## config.mk

```make
export PLATFORM = sky130hd
export DESIGN_NAME = mem_err_regbank
export DESIGN_NICKNAME = d
export VERILOG_FILES = /design/src/rtl/mem_err_pkg.sv /design/src/rtl/bus_access_fsm.sv /design/src/rtl/err_status_mask.sv /design/src/rtl/err_capture.sv /design/src/rtl/mem_err_regbank.sv
export SDC_FILE = /design/constraint.sdc
export NUM_CORES = 1
export LEC_CHECK = 0
export BUFFER_PORTS_ARGS = -buffer_cell sky130_fd_sc_hd__buf_4
export CORE_AREA = 2 2 251 253
export DETAILED_ROUTE_END_ITERATION = 8
export DIE_AREA = 0 0 253 255
export PLACE_DENSITY = 0.69
export SYNTH_ARGS = -nofsm -noshare
export SYNTH_HDL_FRONTEND = slang
export SYNTH_HIERARCHICAL = 1
export SYNTH_SLANG_ARGS = --single-unit
```

## constraint.sdc

```tcl
create_clock -name clk -period 3.9 [get_ports clk]
set_clock_uncertainty 0.2 [all_clocks]
set_input_delay 0.39 -clock clk [delete_from_list [all_inputs] [get_ports clk]]
set_output_delay 0.39 -clock clk [all_outputs]
set_load 0.05 [all_outputs]
```

## src/rtl/mem_err_pkg.sv

```systemverilog
package mem_err_pkg;

    localparam int NSRC       = 11;
    localparam int SRC_CE     = 6;
    localparam int SRC_UE     = 7;
    localparam int SRC_RMW_UE = 10;

    localparam int OFF_RESP    = 'h00;
    localparam int OFF_STATUS  = 'h04;
    localparam int OFF_MASK    = 'h08;
    localparam int OFF_MSET    = 'h0C;
    localparam int OFF_MCLR    = 'h10;
    localparam int OFF_ECCMODE = 'h14;
    localparam int OFF_MONCLR  = 'h18;
    localparam int OFF_CE_ADDR = 'h1C;
    localparam int OFF_CE_D0   = 'h20;
    localparam int OFF_CE_SYN  = 'h30;
    localparam int OFF_UE_ADDR = 'h34;
    localparam int OFF_UE_D0   = 'h38;
    localparam int OFF_UE_SYN  = 'h48;
    localparam int OFF_INJ_D0  = 'h4C;
    localparam int OFF_INJ_SYN = 'h5C;
    localparam int OFF_MRG_RD  = 'h60;
    localparam int OFF_MRG_WR  = 'h64;
    localparam int OFF_MRG_SN  = 'h68;
    localparam int OFF_CE_CNT  = 'h6C;
    localparam int OFF_RMW     = 'h70;
    localparam int OFF_INJ_CNT = 'h74;
    localparam int OFF_SIZE    = 'h80;

    typedef enum logic [1:0] {
        ST_IDLE   = 2'd0,
        ST_SETUP  = 2'd1,
        ST_ACCESS = 2'd2
    } bus_state_t;

    function automatic logic [3:0] size_code(input int unsigned bytes);
        case (bytes)
            32'd65536:  return 4'd0;
            32'd131072: return 4'd1;
            32'd262144: return 4'd2;
            32'd524288: return 4'd3;
            default:    return 4'hF;
        endcase
    endfunction

endpackage

```

## src/rtl/bus_access_fsm.sv

```systemverilog
module bus_access_fsm
    import mem_err_pkg::*;
(
    input  logic clk,
    input  logic rst_n,
    input  logic psel,
    input  logic penable,
    input  logic pwrite,
    output logic wr_commit
);

    bus_state_t state_q, state_d;

    always_ff @(posedge clk or negedge rst_n) begin
        if (!rst_n) state_q <= ST_IDLE;
        else        state_q <= state_d;
    end

    always_comb begin
        state_d   = state_q;
        wr_commit = 1'b0;
        unique case (state_q)
            ST_IDLE: begin
                if (psel && !penable) state_d = ST_SETUP;
            end
            ST_SETUP: begin
                if (psel && penable) begin
                    state_d   = ST_ACCESS;
                    wr_commit = pwrite;
                end else if (!psel) begin
                    state_d = ST_IDLE;
                end
            end
            ST_ACCESS: begin
                state_d = (psel && !penable) ? ST_SETUP : ST_IDLE;
            end
            default: state_d = ST_IDLE;
        endcase
    end

    assert_single_commit_R1: assert property (@(posedge clk) disable iff (!rst_n)
        wr_commit |=> !wr_commit);

endmodule

```

## src/rtl/err_status_mask.sv

```systemverilog
module err_status_mask #(
    parameter int NSRC = 11
) (
    input  logic            clk,
    input  logic            rst_n,
    input  logic [NSRC-1:0] evt,
    input  logic            st_we,
    input  logic            set_we,
    input  logic            clr_we,
    input  logic [NSRC-1:0] wdata,
    output logic [NSRC-1:0] status_q,
    output logic [NSRC-1:0] mask_q,
    output logic            irq
);

    logic [NSRC-1:0] w1c;

    assign w1c = st_we ? wdata : '0;

    always_ff @(posedge clk or negedge rst_n) begin
        if (!rst_n) begin
            status_q <= '0;
            mask_q   <= '1;
        end else begin
            status_q <= (status_q & ~w1c) | evt;
            if (set_we)      mask_q <= mask_q | wdata;
            else if (clr_we) mask_q <= mask_q & ~wdata;
        end
    end

    assign irq = |(status_q & mask_q);

    assert_evt_sets_R3: assert property (@(posedge clk) disable iff (!rst_n)
        (evt != '0) |=> ((status_q & $past(evt)) == $past(evt)));

    assert_only_evt_raises_R3: assert property (@(posedge clk) disable iff (!rst_n)
        1'b1 |=> ((status_q & ~$past(status_q) & ~$past(evt)) == '0));

    assert_mask_hold_R4: assert property (@(posedge clk) disable iff (!rst_n)
        (!set_we && !clr_we) |=> $stable(mask_q));

endmodule

```

## src/rtl/err_capture.sv

```systemverilog
module err_capture #(
    parameter int AW = 18,
    parameter int DW = 128,
    parameter int SW = 16
) (
    input  logic          clk,
    input  logic          rst_n,
    input  logic          trig,
    input  logic          busy,
    input  logic [AW-1:0] addr_in,
    input  logic [DW-1:0] data_in,
    input  logic [SW-1:0] syn_in,
    output logic [AW-1:0] addr_q,
    output logic [DW-1:0] data_q,
    output logic [SW-1:0] syn_q
);

    always_ff @(posedge clk or negedge rst_n) begin
        if (!rst_n) begin
            addr_q <= '0;
            data_q <= '0;
            syn_q  <= '0;
        end else if (trig && !busy) begin
            addr_q <= addr_in;
            data_q <= data_in;
            syn_q  <= syn_in;
        end
    end

    assert_first_kept_R6: assert property (@(posedge clk) disable iff (!rst_n)
        (trig && busy) |=> ($stable(addr_q) && $stable(syn_q) && $stable(data_q)));

endmodule

```

## src/rtl/mem_err_regbank.sv

```systemverilog
module mem_err_regbank
    import mem_err_pkg::*;
#(
    parameter int unsigned MEM_BYTES = 262144,
    parameter int ADDR_W   = 12,
    parameter int MEM_AW   = 18,
    parameter int SYN_W    = 16,
    parameter int CNT_W    = 16,
    parameter int INJ_W    = 24,
    parameter int BANKS    = 4,
    parameter int DWORDS   = 4
) (
    input  logic                 clk,
    input  logic                 rst_n,
    input  logic                 psel,
    input  logic                 penable,
    input  logic                 pwrite,
    input  logic [ADDR_W-1:0]    paddr,
    input  logic [31:0]          pwdata,
    output logic [31:0]          prdata,
    input  logic [NSRC-1:0]      evt,
    input  logic [MEM_AW-1:0]    ce_addr,
    input  logic [32*DWORDS-1:0] ce_data,
    input  logic [SYN_W-1:0]     ce_syn,
    input  logic [MEM_AW-1:0]    ue_addr,
    input  logic [32*DWORDS-1:0] ue_data,
    input  logic [SYN_W-1:0]     ue_syn,
    input  logic [MEM_AW-1:0]    rmw_addr,
    output logic                 irq,
    output logic [3:0]           err_resp_o,
    output logic [2:0]           ecc_mode_o,
    output logic [7:0]           mon_clr_o,
    output logic [32*DWORDS-1:0] inj_data_o,
    output logic [SYN_W-1:0]     inj_syn_o,
    output logic [INJ_W-1:0]     inj_cnt_o,
    output logic [3*BANKS-1:0]   mrg_rd_o,
    output logic [2*BANKS-1:0]   mrg_wr_o,
    output logic [BANKS-1:0]     mrg_sense_o
);

    localparam int DW = 32 * DWORDS;
    localparam logic [3:0] SIZE_CODE = size_code(MEM_BYTES);
    localparam logic [3*BANKS-1:0] MRG_RD_RST = {BANKS{3'b001}};

    if (SIZE_CODE == 4'hF) begin : g_bad_size
        $error("mem_err_regbank: unsupported MEM_BYTES");
    end

    logic [ADDR_W-1:0] a;
    logic              wr_commit;
    logic [NSRC-1:0]   status_q, mask_q;
    logic [MEM_AW-1:0] ce_addr_q, ue_addr_q, rmw_q;
    logic [DW-1:0]     ce_data_q, ue_data_q;
    logic [SYN_W-1:0]  ce_syn_q, ue_syn_q;
    logic [CNT_W-1:0]  cnt_q, cnt_base, cnt_d;
    logic              cnt_we;

    assign a = paddr & ~ADDR_W'(3);

    function automatic logic hit(input logic [ADDR_W-1:0] adr, input int off);
        return adr == ADDR_W'(off);
    endfunction

    bus_access_fsm u_fsm (
        .clk       (clk),
        .rst_n     (rst_n),
        .psel      (psel),
        .penable   (penable),
        .pwrite    (pwrite),
        .wr_commit (wr_commit)
    );

    err_status_mask #(.NSRC(NSRC)) u_stat (
        .clk      (clk),
        .rst_n    (rst_n),
        .evt      (evt),
        .st_we    (wr_commit && hit(a, OFF_STATUS)),
        .set_we   (wr_commit && hit(a, OFF_MSET)),
        .clr_we   (wr_commit && hit(a, OFF_MCLR)),
        .wdata    (pwdata[NSRC-1:0]),
        .status_q (status_q),
        .mask_q   (mask_q),
        .irq      (irq)
    );

    err_capture #(.AW(MEM_AW), .DW(DW), .SW(SYN_W)) u_ce_cap (
        .clk     (clk),
        .rst_n   (rst_n),
        .trig    (evt[SRC_CE]),
        .busy    (status_q[SRC_CE]),
        .addr_in (ce_addr),
        .data_in (ce_data),
        .syn_in  (ce_syn),
        .addr_q  (ce_addr_q),
        .data_q  (ce_data_q),
        .syn_q   (ce_syn_q)
    );

    err_capture #(.AW(MEM_AW), .DW(DW), .SW(SYN_W)) u_ue_cap (
        .clk     (clk),
        .rst_n   (rst_n),
        .trig    (evt[SRC_UE]),
        .busy    (status_q[SRC_UE]),
        .addr_in (ue_addr),
        .data_in (ue_data),
        .syn_in  (ue_syn),
        .addr_q  (ue_addr_q),
        .data_q  (ue_data_q),
        .syn_q   (ue_syn_q)
    );

    always_ff @(posedge clk or negedge rst_n) begin
        if (!rst_n)                                         rmw_q <= '0;
        else if (evt[SRC_RMW_UE] && !status_q[SRC_RMW_UE]) rmw_q <= rmw_addr;
    end

    // corrected-error counter: clear first, then saturating increment
    assign cnt_we   = wr_commit && hit(a, OFF_CE_CNT);
    assign cnt_base = cnt_we ? (cnt_q & ~pwdata[CNT_W-1:0]) : cnt_q;
    assign cnt_d    = (evt[SRC_CE] && cnt_base != '1) ? cnt_base + 1'b1 : cnt_base;

    always_ff @(posedge clk or negedge rst_n) begin
        if (!rst_n) cnt_q <= '0;
        else        cnt_q <= cnt_d;
    end

    assert_cnt_saturate_R8: assert property (@(posedge clk) disable iff (!rst_n)
        (cnt_q == '1 && !cnt_we) |=> (cnt_q == '1));

    // plain control registers
    always_ff @(posedge clk or negedge rst_n) begin
        if (!rst_n) begin
            err_resp_o  <= '0;
            ecc_mode_o  <= '0;
            mon_clr_o   <= '0;
            inj_data_o  <= '0;
            inj_syn_o   <= '0;
            inj_cnt_o   <= '0;
            mrg_rd_o    <= MRG_RD_RST;
            mrg_wr_o    <= '0;
            mrg_sense_o <= '0;
        end else if (wr_commit) begin
            if (hit(a, OFF_RESP))    err_resp_o  <= pwdata[3:0];
            if (hit(a, OFF_ECCMODE)) ecc_mode_o  <= pwdata[2:0];
            if (hit(a, OFF_MONCLR))  mon_clr_o   <= pwdata[7:0];
            if (hit(a, OFF_INJ_SYN)) inj_syn_o   <= pwdata[SYN_W-1:0];
            if (hit(a, OFF_INJ_CNT)) inj_cnt_o   <= pwdata[INJ_W-1:0];
            if (hit(a, OFF_MRG_RD))  mrg_rd_o    <= pwdata[3*BANKS-1:0];
            if (hit(a, OFF_MRG_WR))  mrg_wr_o    <= pwdata[2*BANKS-1:0];
            if (hit(a, OFF_MRG_SN))  mrg_sense_o <= pwdata[BANKS-1:0];
            for (int k = 0; k < DWORDS; k++) begin
                if (hit(a, OFF_INJ_D0 + 4*k)) inj_data_o[32*k +: 32] <= pwdata;
            end
        end
    end

    // read mux
    always_comb begin
        prdata = '0;
        case (1'b1)
            hit(a, OFF_RESP):    prdata[3:0]         = err_resp_o;
            hit(a, OFF_STATUS):  prdata[NSRC-1:0]    = status_q;
            hit(a, OFF_MASK):    prdata[NSRC-1:0]    = mask_q;
            hit(a, OFF_ECCMODE): prdata[2:0]         = ecc_mode_o;
            hit(a, OFF_MONCLR):  prdata[7:0]         = mon_clr_o;
            hit(a, OFF_CE_ADDR): prdata[MEM_AW-1:0]  = ce_addr_q;
            hit(a, OFF_CE_SYN):  prdata[SYN_W-1:0]   = ce_syn_q;
            hit(a, OFF_UE_ADDR): prdata[MEM_AW-1:0]  = ue_addr_q;
            hit(a, OFF_UE_SYN):  prdata[SYN_W-1:0]   = ue_syn_q;
            hit(a, OFF_INJ_SYN): prdata[SYN_W-1:0]   = inj_syn_o;
            hit(a, OFF_MRG_RD):  prdata[3*BANKS-1:0] = mrg_rd_o;
            hit(a, OFF_MRG_WR):  prdata[2*BANKS-1:0] = mrg_wr_o;
            hit(a, OFF_MRG_SN):  prdata[BANKS-1:0]   = mrg_sense_o;
            hit(a, OFF_CE_CNT):  prdata[CNT_W-1:0]   = cnt_q;
            hit(a, OFF_RMW):     prdata[MEM_AW-1:0]  = rmw_q;
            hit(a, OFF_INJ_CNT): prdata[INJ_W-1:0]   = inj_cnt_o;
            hit(a, OFF_SIZE):    prdata[3:0]         = SIZE_CODE;
            default:             prdata              = '0;
        endcase
        for (int k = 0; k < DWORDS; k++) begin
            if (hit(a, OFF_CE_D0 + 4*k))  prdata = ce_data_q[32*k +: 32];
            if (hit(a, OFF_UE_D0 + 4*k))  prdata = ue_data_q[32*k +: 32];
            if (hit(a, OFF_INJ_D0 + 4*k)) prdata = inj_data_o[32*k +: 32];
        end
    end

endmodule

```

After elaboration in Yosys (flattened, before gate mapping)
Index checks and enable logic that the tools add are counted.
{ "classes": {"bitwise_logic": 9, "n_eq_ne": 35, "n_mux": 153, "reduce_logical": 31, "add_sub_neg": 1} }
{ "op_table": {"columns": ["op", "count"], "rows": [
  ["$mux W32", 12],
  ["$eq A10 B5 Y1 const B", 14],
  ["$mux W4", 32],
  ["$mux W3", 32],
  ["$mux W6", 16],
  ["$eq A10 B4 Y1 const B", 8],
  ["$eq A10 B3 Y1 const B", 4],
  ["$mux W2", 20],
  ["$mux W1", 35],
  ["$and A11 B11 Y11", 3],
  ["$mux W11", 3],
  ["$mux W16", 2],
  ["$reduce_and A2 Y1", 13],
  ["$not A11 Y11", 2],
  ["$or A11 B11 Y11", 2],
  ["$eq A10 B2 Y1 const B", 2],
  ["$add A16 B1 Y16 const B", 1],
  ["$and A16 B16 Y16", 1],
  ["$ne A16 B16 Y1 const B", 1],
  ["$not A16 Y16", 1],
  ["$logic_not A12 Y1", 1],
  ["$reduce_or A11 Y1", 1],
  ["$eq A10 B1 Y1 const B", 1],
  ["$eq A10 B6 Y1 const B", 1],
  ["other kinds (9)", 21]
]} }
{ "totals": {"inputBits": 402, "register_bits": 589} }

Longest topological paths before layout
{ "depth": {"ltp_word": 30, "mapped_depth": 14} }

By module
The synthesis kept the hierarchy.
{ "by_module_without_submodules": {"columns": ["module", "instances", "area_per_inst_um2", "cells_each"], "rows": [
  ["mem_err_regbank", 1, 14498.9, 1472],
  ["err_capture", 2, 6371.1, 343],
  ["err_status_mask", 1, 905.9, 75],
  ["bus_access_fsm", 1, 77.6, 6]
]} }

Worst setup path before layout
OpenSTA, ideal clock, no wires.
{ "synth_timing": {"kind": "input-to-output", "from": "in paddr[4]", "to": "out prdata[15]", "stages": 10, "path_slack_ns": -0.073, "t_required_ns": 3.310, "path_buffers": 3, "arrival_ns": 3.383, "path_cell_list": "buf_2 buf_2 nor4bb_1 clkbuf_1 a211oi_1 o22ai_1 nor2_1 o22ai_1 o221ai_1 a311oi_1"} }
{ "synth_via": {"elab_chain_cells": 29, "elab_cells_between_ends": 56} }
{ "synth_rtl": {"columns": ["item", "line_no", "text"], "rows": [
  ["start: declaration", "mem_err_regbank.sv:18", "input logic [ADDR_W-1:0] paddr,"],
  ["$eq A10 B5 Y1", "mem_err_regbank.sv:61", "return adr == ADDR_W'(off);"],
  ["$mux W4 (16 in a row)", "mem_err_regbank.sv:160", "case (1'b1)"],
  ["$mux W32", "mem_err_regbank.sv:181", "if (hit(a, OFF_CE_D0 + 4*k)) prdata = ce_data_q[32*k +: 32];"],
  ["$mux W32", "mem_err_regbank.sv:182", "if (hit(a, OFF_UE_D0 + 4*k)) prdata = ue_data_q[32*k +: 32];"],
  ["$mux W32", "mem_err_regbank.sv:183", "if (hit(a, OFF_INJ_D0 + 4*k)) prdata = inj_data_o[32*k +: 32];"],
  ["$mux W32", "mem_err_regbank.sv:181", null],
  ["$mux W32", "mem_err_regbank.sv:182", null],
  ["$mux W32", "mem_err_regbank.sv:183", null],
  ["$mux W32", "mem_err_regbank.sv:181", null],
  ["$mux W32", "mem_err_regbank.sv:182", null],
  ["$mux W32", "mem_err_regbank.sv:183", null],
  ["$mux W32", "mem_err_regbank.sv:181", null],
  ["$mux W32", "mem_err_regbank.sv:182", null],
  ["$mux W32 (*)", "mem_err_regbank.sv:183", null],
  ["end: declaration", "mem_err_regbank.sv:20", "output logic [31:0] prdata,"]
]} }
Mark *: on every way between the ends. The rest lies on a longest branch, timed or not.

Worst setup path in the final report
{ "layout_timing": {"from": "in paddr[3]", "to": "out prdata[13]"} }
The elaborated chain is that of the path after synthesis.

==> run metrics <==
CTS sink cnt=589; placed instance area=0.0349 mm^2; largest family of logic cells by synthesized area=multiplexers; part of the power in registers=45.8%; final hold violations=0; vias in the first global route=26785; Final Slew Violations=0; area share of and/or/nand/nor cells after synthesis=6.69%; VDD IR max=0.000245 V; synth top area cells=dfrtp_1, mux2_2, mux2_4; Slowest cell on crit path=a221oi_1; initial DRC count=2836; Port Buf Inserts=639; max-cap violation count=0; initial core utilization=45.4%; Synth Register Bits=589; drt first pass iters=9; ys flop type=dfrtp_1; xor/xnor share of the synthesized area=0.372%; pre-CTS WS=-151 ps; Pleak=19.1 nW; Worst Hold Path Cells=3; clk_lat worst skew=620 ps; num ports=642; H-tree Lvls=3; mux contribution to synthesized area=24.1%; asr flop ratio synth=100%; Pwr Density=371 mW/mm^2; number of enable flip-flop cells after synthesis=0; nets@finish=3750; Max Buffers Root-to-Sink=3; Final WS setup=-48.2 ps; adder-cell share of the synthesized area=0.0443%; Critical Path, Cell by Cell=buf_4 -> nand2b_1 -> nor2_1 -> nand2_1 -> nand2_1 -> buf_4 -> a221oi_1 -> o2111ai_1 -> buf_4 -> nand3_1 -> nand2_1 -> buf_4; first-pass GRT wire length=186000 um; Die Height=255 um; post-synthesis compound-gate area fraction=13.2%; DRT antenna net count=0; share of the synthesized area in the top cell type=50.9%; Sw Share=25.4%; fin area=0.0410 mm^2; critical path class=input pin to primary output; layout cells sized above 1=45.7%; GRT Resource Usage Total=40.1%; sw power=3.85 mW; clock root buffer=clkbuf_16; global route overflow=0; Mean Syn Cell Area=12.6 um^2; fmax=253 MHz; critical path capture point type=primary output; initial antenna violation count=10; crit-path max FO=25; largest area contributor in the netlist=dfrtp_1; clock share of power=41.9%; die width=253 um; outcome=finished, violations left; crit path time final=3950 ps; worst endpoint required time=3310 ps; Num CTS Buffers=67; overall power=15.2 mW; Synth Net Count=2642; RePlAce Congestion=1.04; Critical Path Max Stage Delay=600 ps; Die ar.=0.0645 mm^2; fin crit share=101%; Max-slew headroom=34.1%; HPWL after detailed placement=96000 um; Seq/Total Area, Yosys=52.3%; Crit path top cell by count=buf_4; top-count cell post-synth=dfrtp_1; Routed WL=132000 um; Clock transition at path regs=70 ps; Hold WC Path Type=input pin to register; Critical Path AT=3360 ps; maximum number of pins on one net before global-route repair=98; CTS tree=done; Inst Count DP=3703; DRC Markers=0; path depth of the worst reg2reg path=9; Cell variety after synth=87; logic gate share of total power=12.3%; cell area after synthesis=0.0282 mm^2; failing checks=setup timing; Core Region=0.0622 mm^2; Layout area overhead=45.1%; P_int=11.3 mW; Final setup viols=3; startpoint class of the critical path=input pin; setup TNS=-108 ps; Post-synth top cells=dfrtp_1, mux2_2, mux2_4, nand2_1, a21oi_1; Syn Inst Count=2239; Vias per Instance=6.18; row count=92; total number of vias=25994; worst-margin pin slew=989 ps; final std cells w/o fill=4209; DR WL/cell=31.4 um; YS warnings=6
==> through the flow <==
| step | hold WS, ps | util, % |
|---|---|---|
| CTS | 6.53 | 65.8 |
| global route | 18.3 | 65.9 |
| detailed placement | 126 | 56.2 |
| floorplan | -106 | - |
| global placement | 125 | 56.2 |
| finish | 36.8 | 65.9 |
==> worst paths after layout <==
check | start | endpoint | slack [ps]
worst max-delay path | paddr[3] | prdata[13] | -50
worst min-delay path | pwdata[8] | register | 40
worst max register to register | u_fsm/state_q[1] | cnt_q[13] | 220
worst min register to register | u_ce_cap/data_q[83] | u_ce_cap/data_q[83] | 310
max in group asynchronous | rst_n | inj_data_o[56] | 2320
min in group asynchronous | rst_n | inj_cnt_o[23] | 90
==> cell families after synthesis <==
| family | Yosys count |
|---|---|
| DFF | 589 |
| muxes | 551 |
| AOI/OAI and AO/OA | 528 |
| and+or+nand+nor | 389 |
| buffers and inverters | 169 |
| xor gates and xnor gates | 12 |
| adders and majority gates | 1 |
==> placed cells by master, fill, tap and decap left out, types with 7 or more instances in the layout <==
master	instances
a221oi_1	55
a22oi_1	60
nor2_1	72
buf_4	802
a222oi_1	15
o21ai_0	80
clkinv_2	12
clkbuf_16	70
a21o_1	14
a21oi_1	98
mux2_2	390
nor4_1	11
mux2_4	160
clkbuf_8	12
nor2b_1	8
dfrtp_1	574
dfstp_2	15
nand4_1	11
o221ai_1	27
buf_12	24
o311ai_0	7
and3_1	10
a22o_1	17
nand2_1	148
and2_1	8
a31oi_1	11
nor3_1	17
dlygate4sd3_1	374
o211ai_1	8
nand3_1	43
o22ai_1	50
clkbuf_1	17
nand2b_1	8
a221o_1	11
xnor2_1	8
diode_2	11
==> state kept, by name, summed over array words and instances, names as in the netlist, named ones only <==
register,count
ecc_mode_o,3
u_ce_cap/syn_q,16
cnt_q,16
u_ue_cap/addr_q,18
inj_data_o,128
mrg_sense_o,4
mrg_wr_o,8
mrg_rd_o,12
err_resp_o,4
rmw_q,18
u_ue_cap/syn_q,16
u_fsm/state_q,2
inj_syn_o,16
u_ce_cap/data_q,128
u_stat/status_q,11
u_ce_cap/addr_q,18
u_ue_cap/data_q,128
mon_clr_o,8
inj_cnt_o,24
==> timing repair <==
item	4_1_cts	5_1_grt
setup buffers	0	0
hold endpoints to repair	872	0
hold buffers	374	0
endpoints found under the setup margin	2	10
gates resized for setup	4	9
==> worst max-delay path: cells and delay by family <==
kind | cells | cell delay (ps)
compound gates | 2 | 1030
simple gates | 6 | 970
buf+inv | 4 | 940
==> metal layers <==
metal | vias up | share of wire (%) | track usage [%]
met2 | 1674 | 47 | 64.4
met5 | - | 0 | 0
met1 | 13219 | 38 | 50.8
li1 | 10700 | - | -
met4 | 0 | 5.8 | 20.7
met3 | 401 | 9.3 | 9.36
==> layout make-up <==
class / instances / area, um^2
repair buffers: 1201 / 10300
fillers: 4683 / 21200
clock inverters: 22 / 208
inverters: 7 / 30.0
flip-flops and latches: 589 / 14800
well taps: 799 / 1000
clock buffers: 99 / 1980
multi-input cells: 1481 / 12700
diodes: 11 / 27.5
==> power groups by stage <==
stage	Sequential, mW	Combinational, mW	Clock [mW]
3_3_place_gp	7.02	1.45	0
4_1_cts	6.93	1.83	6.42
3_5_place_dp	7.03	1.49	0
2_1_floorplan	6.87	0.710	0
6_report	6.95	1.86	6.36
5_1_grt	6.98	1.96	6.67
(Power assumes the default switching activity.)
